### config.mk
export PLATFORM = sky130hd
export DESIGN_NAME = scaled_pwm
export DESIGN_NICKNAME = d
export VERILOG_FILES = /design/src/rtl/scaled_pwm.sv
export SDC_FILE = /design/constraint.sdc
export NUM_CORES = 1
export LEC_CHECK = 0
export ABC_AREA = 1
export ABC_CLOCK_PERIOD_IN_PS = 2850
export CAP_MARGIN = 20
export CORE_AREA = 3 3 162 203
export CTS_CLUSTER_SIZE = 14
export DETAILED_ROUTE_END_ITERATION = 7
export DIE_AREA = 0 0 165 206
export PLACE_DENSITY_LB_ADDON = 0.2
export REMOVE_ABC_BUFFERS = 1
export SLEW_MARGIN = 15
export SYNTH_ARGS = -nofsm -noshare
export SYNTH_HDL_FRONTEND = slang
export SYNTH_SLANG_ARGS = --single-unit
### constraint.sdc
create_clock -name clk -period 2.85 [get_ports clk]
set_input_delay 0.4275 -clock clk [delete_from_list [all_inputs] [get_ports clk]]
set_output_delay 0.4275 -clock clk [all_outputs]
set_load 0.01 [all_outputs]
### src/rtl/scaled_pwm.sv
`timescale 1ns/1ps
module scaled_pwm #(
  parameter int NCH     = 4,
  parameter int CMP_W   = 16,
  parameter int SCALE_W = 4,
  parameter int AW      = 8,
  parameter int DW      = 32
) (
  input  logic          clk,
  input  logic          rst_n,
  input  logic          bus_we,
  input  logic [AW-1:0] bus_addr,
  input  logic [DW-1:0] bus_wdata,
  output logic [DW-1:0] bus_rdata,
  output logic [NCH-1:0] pwm_out
);
  localparam int CNT_W = CMP_W + (1 << SCALE_W) - 1;
  localparam logic [AW-1:0] A_CFG = AW'(8'h00);
  localparam logic [AW-1:0] A_CNT = AW'(8'h08);
  localparam logic [AW-1:0] A_SCL = AW'(8'h10);
  localparam logic [AW-1:0] A_CMP = AW'(8'h20);
  localparam int B_STICKY = 8, B_ZERO = 9, B_DGL = 10, B_ALW = 12, B_ONE = 13;
  localparam int B_CTR = 16, B_GANG = 24, B_IP = 28;

  logic [SCALE_W-1:0] scale;
  logic f_sticky, f_zero, f_dgl, f_always, f_once, f_ctr, f_gang;
  logic [NCH-1:0]   ip;
  logic [CNT_W-1:0] count;
  logic [CMP_W-1:0] cmp_q [NCH];
  logic [NCH-1:0]   hit;
  logic [CMP_W-1:0] scaled;
  logic [CNT_W-1:0] win_mask;
  logic [DW-1:0]    cfg_word;

  wire run     = f_always | f_once;
  wire cfg_we  = bus_we && (bus_addr == A_CFG);
  wire cnt_we  = bus_we && (bus_addr == A_CNT);

  assign scaled     = CMP_W'(count >> scale);
  assign win_mask   = ~({CNT_W{1'b1}} << (CMP_W + int'(scale)));
  wire period_end   = (count & win_mask) == win_mask;
  wire restart      = (f_zero & hit[0]) | period_end;

  genvar n;
  generate
    for (n = 0; n < NCH; n++) begin : g_ch
      wire cmp_we = bus_we && (bus_addr == A_CMP + AW'(4 * n));
      always_ff @(posedge clk or negedge rst_n) begin
        if (!rst_n)      cmp_q[n] <= '0;
        else if (cmp_we) cmp_q[n] <= bus_wdata[CMP_W-1:0];
      end
      assign hit[n]     = scaled >= cmp_q[n];
      assign pwm_out[n] = hit[n];
    end
  endgenerate

  always_ff @(posedge clk or negedge rst_n) begin
    if (!rst_n) begin
      scale <= '0; f_sticky <= 1'b0; f_zero <= 1'b0; f_dgl <= 1'b0;
      f_always <= 1'b0; f_once <= 1'b0; f_ctr <= 1'b0; f_gang <= 1'b0;
    end else if (cfg_we) begin
      scale    <= bus_wdata[SCALE_W-1:0];
      f_sticky <= bus_wdata[B_STICKY];
      f_zero   <= bus_wdata[B_ZERO];
      f_dgl    <= bus_wdata[B_DGL];
      f_always <= bus_wdata[B_ALW];
      f_once   <= bus_wdata[B_ONE];
      f_ctr    <= bus_wdata[B_CTR];
      f_gang   <= bus_wdata[B_GANG];
    end else if (f_once && restart) begin
      f_once <= 1'b0;
    end
  end

  always_ff @(posedge clk or negedge rst_n) begin
    if (!rst_n) ip <= '0;
    else        ip <= (cfg_we ? bus_wdata[B_IP +: NCH] : ip) | (run ? hit : '0);
  end

  always_ff @(posedge clk or negedge rst_n) begin
    if (!rst_n)       count <= '0;
    else if (cnt_we)  count <= bus_wdata[CNT_W-1:0];
    else if (run)     count <= restart ? '0 : count + 1'b1;
  end

  always_comb begin
    cfg_word = '0;
    cfg_word[SCALE_W-1:0] = scale;
    cfg_word[B_STICKY] = f_sticky;
    cfg_word[B_ZERO]   = f_zero;
    cfg_word[B_DGL]    = f_dgl;
    cfg_word[B_ALW]    = f_always;
    cfg_word[B_ONE]    = f_once;
    cfg_word[B_CTR]    = f_ctr;
    cfg_word[B_GANG]   = f_gang;
    cfg_word[B_IP +: NCH] = ip;
  end

  always_comb begin
    bus_rdata = '0;
    if (bus_addr == A_CFG) bus_rdata = cfg_word;
    if (bus_addr == A_CNT) bus_rdata = DW'(count);
    if (bus_addr == A_SCL) bus_rdata = DW'(scaled);
    for (int k = 0; k < NCH; k++)
      if (bus_addr == A_CMP + AW'(4 * k)) bus_rdata = DW'(cmp_q[k]);
  end
endmodule


==> results.yml, run 1 <==
status:
  status: "complete, but fails checks"
  violations: "setup timing"
floorplanning:
  core_area_um2: 31100
  rows: 72
  die_y_um: 206
  dieWidth_um: 165
  initial_utilization_pct: 29.9
  dieArea_um2: 34000
  pin_count: 79
routing:
  wl_per_cell_um: 17.9
  ant_nets: 0
  met1Wirelength_um: 15900
  vias: 10300
  viasPerCell: 4.90
  dr.pass1.iters: 6
  drt_iter0_drc: 576
  wl_met3_um: 1230
  top_layer_used: "met4"
  wirelength_um: 37600
  drc: 0
  wl_met2_um: 19100
synthesis:
  ys_types: 33
  yosysMostFrequentCell: "nand2_1"
  postSynth.asyncResetShare_pct: 100
  synth_seq_area_share_pct: 29.6
  ys.flop_type: "dfrtp_1"
  syn_area_per_cell_um2: 6.34
  yosysWarnings: 0
  netlist_instances: 1464
  synth-edff-count: 0
  ys_seq_elements: 110
  syn_area_um2: 9290
  yosys.area.top_type: "dfrtp_1"
  synth_top_area_share_pct: 29.6
  synth_area_leaders: "dfrtp_1 30%, nand2_1 19%, ha_1 8.8%"
  synth.cells.most_frequent: "461 x nand2_1, 182 x inv_1, 113 x nor2_1, 110 x dfrtp_1, 102 x nand3_1"
critical_path:
  cpMostUsedCell: "nand3_2"
  cp_slowest_cell: "dfrtp_2"
  path_delay_family: "simple AND/OR/NAND/NOR gates"
  crit_buf_inv: 5
  path_cells: "buf_6 > buf_4 > nand2_2 > o211ai_1 > buf_4 > nand3_2 > nand3_2 > nand2_4 > inv_4 > ha_1 > nand2_2 > nor3_4 > nand3_2 > nand3_4 > buf_6"
  start_kind: "flip-flop"
  crit_fanout: 5
  cpPeakStageDelay_ns: 0.44
  cp-end-kind: "output pin"
  crit_type: "reg -> out"
  required_ns: 2.42
  reg2reg_slack_ns: -0.29
  arrival_ns: 2.88
placed_design:
  placed_area_um2: 11800
  post-dp-hpwl_um: 29200
  place_congestion: 0.956
  portBuffers: 78
  place_inst: 2066
global_route:
  grt.total_usage_pct: 22.5
  antenna_found_initial: 0
  grt_max_degree: 52
  grt_overflow: 0
  grt_pass1_wl_um: 58900
  grt_pass1_vias: 10400
power:
  p_per_area_nw_per_um2: 547
  leakage_nw: 6.32
  peakVddDrop_v: 0.000299
  finalPower_w: 0.00720
final_layout:
  fillCellCount: 3306
  fin_cells: 2107
  nNetsFinal: 1803
  layout-drive-gt1-share_pct: 23.6
  insertedDiodeCount: 0
  areaGrowthSynthToFinish_pct: 41.7
  fin_area_um2: 13200
sta:
  setup_viol: 38
  finalClockSkew_ns: 0.00692
  slew_violations: 0
  rsz0062_at_grt: "true"
  hold_ws_ns: 0.0528
  setup_ws_ns: -0.461
  relSlewSlack_pct: 59.8
  fmax_mhz: 302
  period_needed_ns: 3.31
  max_slew.worst_pin.slew_ns: 0.602
  finalCritPeriodShare_pct: 116
  hold_viol: 0
min_path:
  min_path_type: "in -> async"
cts:
  clk_path_buf_depth: 2
  cts_buffers: 9
  h-tree-depth: 3
  clk_pin_slew_worst_paths_ns: 0.08
  cts_sinks: 110
  root_buffer: "clkbuf_16"
  cts_tree: "done"
  cts_hold_buf: 0
  worstSkewPairLatency_ns: 0.37
run:
  drv_cap: 0
[cell usage in the layout, fill, tap and decap left out, types with 10 or more instances in the layout]
cell / Yosys / final
nand3_2: 1 / 34
a21oi_2: 0 / 10
o211ai_1: 26 / 26
dfrtp_1: 110 / 107
nor2_1: 113 / 108
buf_4: 9 / 168
buf_12: 0 / 12
o21ai_0: 59 / 51
ha_4: 0 / 14
buf_6: 0 / 23
ha_1: 65 / 51
nand2_2: 0 / 24
o21ai_1: 68 / 71
dlymetal6s2s_1: 0 / 15
nand4_1: 47 / 47
a21oi_1: 45 / 34
clkinv_1: 12 / 10
nand2_1: 461 / 423
inv_2: 29 / 34
xor2_1: 13 / 13
inv_1: 182 / 173
nand3_1: 102 / 63
nand2_4: 1 / 14
o22ai_1: 39 / 39
clkdlybuf4s50_1: 0 / 41
[registers in the layout, indices dropped and copies added (netlist names), 4 cells and up]
register  cells
ip            4
scale         4
count        31
cmp_q        64
[per-stage QoR]
| stage | utilization (%) | TNS, ns | setup slack [ns] |
|---|---|---|---|
| global placement | 37.9 | -20.71 | -1.08 |
| CTS | 41.7 | -7.98 | -0.475 |
| floorplan | - | -41.78 | -0.912 |
| finish | 42.4 | -10.53 | -0.461 |
| global route | 42.4 | -17.58 | -0.605 |
| detailed placement | 37.9 | -21.43 | -1.09 |
[worst register-to-register path, cell delays in order (launching register included)]
cell,delay (ns)
dfrtp_2,0.44
buf_6,0.14
buf_4,0.14
nand2_2,0.07
o211ai_1,0.14
buf_4,0.18
nand3_2,0.07
nand3_2,0.09
nand2_4,0.09
inv_4,0.05
ha_4,0.27
nand4_1,0.18
nor3_4,0.28
nand3_2,0.12
nand3_4,0.13
buf_4,0.12
buf_6,0.11
nand2_8,0.10
buf_12,0.17
nand4_1,0.09
nand2_1,0.06
[cell type report]
cell class	instances	area, um2	share of cell area [%]
tap	407	509	3.87
timing repair buffer	281	2620	19.9
multi-input combinational	1070	6160	46.8
clock inverter	6	38.8	0.295
sequential	110	2760	20.9
clock buffer	10	229	1.74
inverter	223	853	6.48
[path summary, 6_finish.rpt]
path / startpoint / to / depth (start not counted)
min in group clk: cmp_q[29] / cmp_q[29] / 2
worst min register to register: cmp_q[29] / cmp_q[29] / 2
max in group asynchronous: rst_n / count[9] / 2
worst min-delay path: rst_n / count[3] / 1
worst max register to register: scale[0] / count[14] / 20
worst max-delay path: scale[0] / pwm_out[2] / 15
[metal layers]
layer	vias to the layer above	track usage, %
li1	5211	-
met1	4843	27.8
met2	209	40.2
met3	64	2.19
met4	0	8.45
met5	-	0
[timing repair]
| item | in CTS | in global routing |
|---|---|---|
| endpoints found under the setup margin | 56 | 64 |
| resized for setup | 202 | 69 |
| pin swaps | 48 | 33 |
| cloned | 4 | 0 |
| setup buffers | 18 | 8 |
[cells by family after synthesis]
group / count (synthesis) / synth area share [%]
and+or+nand+nor: 749 / 33.8
buffers and inverters: 284 / 12.1
AOI/OAI and AO/OA: 243 / 14.5
DFF: 110 / 29.6
adders and majority gates: 65 / 8.76
xor gates and xnor gates: 13 / 1.23
[report_power, final]
group,switching [W],internal (W)
clock,0.000663,0.000593
combinational,0.00221,0.00188
sequential,0.000143,0.00171
total,0.00301,0.00419
(Power assumes the default switching activity.)
==> run 2: changes to the inputs <==
--- a/config.mk
+++ b/config.mk
@@ -13,5 +13,6 @@
 export DETAILED_ROUTE_END_ITERATION = 7
 export DIE_AREA = 0 0 165 206
-export PLACE_DENSITY_LB_ADDON = 0.2
+export HOLD_SLACK_MARGIN = 0.08
+export PLACE_DENSITY = 0.47
 export REMOVE_ABC_BUFFERS = 1
 export SLEW_MARGIN = 15
==> constraint.sdc (replaced) <==
create_clock -name clk -period 2.85 [get_ports clk]
set_input_delay 0.855 -clock clk [delete_from_list [all_inputs] [get_ports clk]]
set_output_delay 0.855 -clock clk [all_outputs]
set_load 0.01 [all_outputs]
==> run 2 against run 1 <==
Compared with the run above: the flow still finishes with violations (setup timing); hold slack improved by 0.41 ns; power increased by 3.0%; first-iteration DRC count decreased by 6.6%; critical endpoint is now pwm_out[1]; sequential share of layout area decreased by 0.98 points; global-route usage increased by 0.63 points; cell count increased by 2.3%; count of clock-buffer cells in the layout increased by 1; register-to-register slack got worse by 0.13 ns; sequential power about the same.
==> results.yml, run 2 (synthesis gave the netlist of run 1 again) <==
status:
  status: "complete, but fails checks"
  violations: "setup timing"
sta:
  finalSetupTns_ns: -21.03
  finalCritPeriodShare_pct: 134
  relSlewSlack_pct: 61.8
  hold_viol: 0
  setup_ws_ns: -0.975
  fmax_mhz: 261
  period_needed_ns: 3.83
  setup_viol: 60
  max_slew.worst_pin.slew_ns: 0.573
  slew_violations: 0
  finalClockSkew_ns: 0.0153
  rsz0062_at_grt: "true"
routing:
  wl_per_cell_um: 18.3
  viasPerCell: 4.92
  wirelength_um: 39500
  vias: 10600
  dr.pass1.iters: 7
  drt_iter0_drc: 538
  drc: 0
  ant_nets: 0
power:
  p_per_area_nw_per_um2: 536
  p_clk_share_pct: 18.3
  power.internal_w: 0.00436
  leakage_nw: 6.49
  peakVddDrop_v: 0.000283
  comb_power_share_pct: 56.8
  seqPwrFrac_pct: 24.9
  switching_share_pct: 41.1
  p_switching_w: 0.00305
floorplanning:
  initial_utilization_pct: 29.9
  dieArea_um2: 34000
  dieWidth_um: 165
  rows: 72
  core_area_um2: 31100
  die_y_um: 206
  pin_count: 79
global_route:
  grt.busiest_layer: "met2"
  grt_overflow: 0
  grt_pass1_wl_um: 59400
  grt_max_degree: 40
  grt.total_usage_pct: 23.1
  use_met1_pct: 27.9
  antenna_found_initial: 0
  gr-usage-met2_pct: 39.7
  grt_pass1_vias: 10400
  grtUsageMet3_pct: 2.29
critical_path:
  cpPeakStageDelay_ns: 0.50
  path_cells: "buf_6 > buf_12 > buf_12 > nand2_2 > o21ai_0 > a21oi_1 > nand3b_1 > and2_4 > buf_4 > ha_4 > nand3_4 > nor3_4 > nand3_2 > nand3_4 > buf_6"
  path_delay_family: "simple AND/OR/NAND/NOR gates"
  ff2ff_path_depth: 21
  required_ns: 2.00
  r2r_start: "scale[0]"
  start_kind: "flip-flop"
  crit_buf_inv: 5
  arrival_ns: 2.97
  r2r_end: "count[14]"
  reg2reg_slack_ns: -0.42
  crit_type: "reg -> out"
  cp_slowest_cell: "dfrtp_4"
  cp-end-kind: "output pin"
  crit_fanout: 14
cts:
  root_buffer: "clkbuf_16"
  clk_path_buf_depth: 2
  h-tree-depth: 3
  worstSkewPairLatency_ns: 0.38
  clk_pin_slew_worst_paths_ns: 0.09
  cts_tree: "done"
  cts_sinks: 110
  cts_buffers: 9
placed_design:
  place_congestion: 0.940
  post-dp-hpwl_um: 30100
  place_inst: 2098
  dpl_worst_slack_ns: -1.12
  portBuffers: 78
final_layout:
  nNetsFinal: 1852
  layout-drive-gt1-share_pct: 31.1
  fin_cells: 2155
  final_common_cell: "nand2_1"
  regMostFlops: "cmp_q"
  final_cell_mix: "393 x nand2_1, 192 x buf_4, 169 x inv_1"
  insertedDiodeCount: 0
  fillCellCount: 3248
  largestRegisters: "cmp_q x64, count x31"
  areaGrowthSynthToFinish_pct: 48.8
  largest_register_ffs: 64
min_path:
  min_path_type: "in -> async"
run:
  drv_cap: 0
==> run 2: cell types whose count changed in the layout (fill, tap and decap cells not counted), sizes merged <==
cell and change:
dlygate4sd2 -6, clkinv -2, buf +84, clkdlybuf4s15 -5, bufinv +1, dlymetal6s2s -15, clkinvlp -1, clkdlybuf4s50 -8
==> run 2: metrics by stage <==
stage	area, um2	utilization [%]	total power, W	hold slack [ns]
detailed placement	12100	39.0	0.00522	0.473
global placement	12100	39.0	0.00523	0.467
floorplan	9000	-	0.00347	0.453
finish	13800	44.5	0.00741	0.465
CTS	13000	41.8	0.00685	0.481
global route	13800	44.5	0.00790	0.506
==> run 2: power by group through the flow <==
stage,Combinational (W),Clock [W],Sequential [W]
2_1_floorplan,0.00159,0,0.00188
3_3_place_gp,0.00335,0,0.00188
3_5_place_dp,0.00335,0,0.00187
4_1_cts,0.00362,0.00138,0.00184
5_1_grt,0.00460,0.00144,0.00186
6_report,0.00421,0.00135,0.00185
==> run 2: repair_timing <==
action,in CTS,in global routing
setup endpoints to repair,72,62
pin swaps,31,99
resized for setup,319,169
hold buffers,0,0
setup buffers,23,17
gates cloned,4,4
==> run 2: how the worst max path moves through the flow <==
| stage | startpoint | to | slack, ns | cells after the start |
|---|---|---|---|---|
| after detailed placement | scale[0] | pwm_out[1] | -1.12 | 13 |
| after floorplan | bus_addr[7] | cmp_q[32] | -1.00 | 6 |
| final | scale[0] | pwm_out[1] | -0.98 | 15 |
| after global placement | scale[0] | pwm_out[0] | -1.14 | 12 |
| after global routing | scale[0] | pwm_out[0] | -1.11 | 16 |
| after CTS | scale[0] | pwm_out[3] | -0.96 | 14 |
==> run 2: area by class of cell <==
type / instances / area, um2 / area share (%)
repair buffers: 330 / 3050 / 22.1
inverters: 223 / 852 / 6.17
clock buffers: 11 / 243 / 1.76
well taps: 407 / 509 / 3.69
multi-input cells: 1070 / 6350 / 46.0
clock inverters: 4 / 47.5 / 0.344
flip-flops and latches: 110 / 2760 / 20.0
==> run 2: layer usage <==
layer,wire length (um),vias up
li1,-,5306
met1,16400,4952
met2,19500,242
met3,1260,98
met4,2380,0
met5,0,-
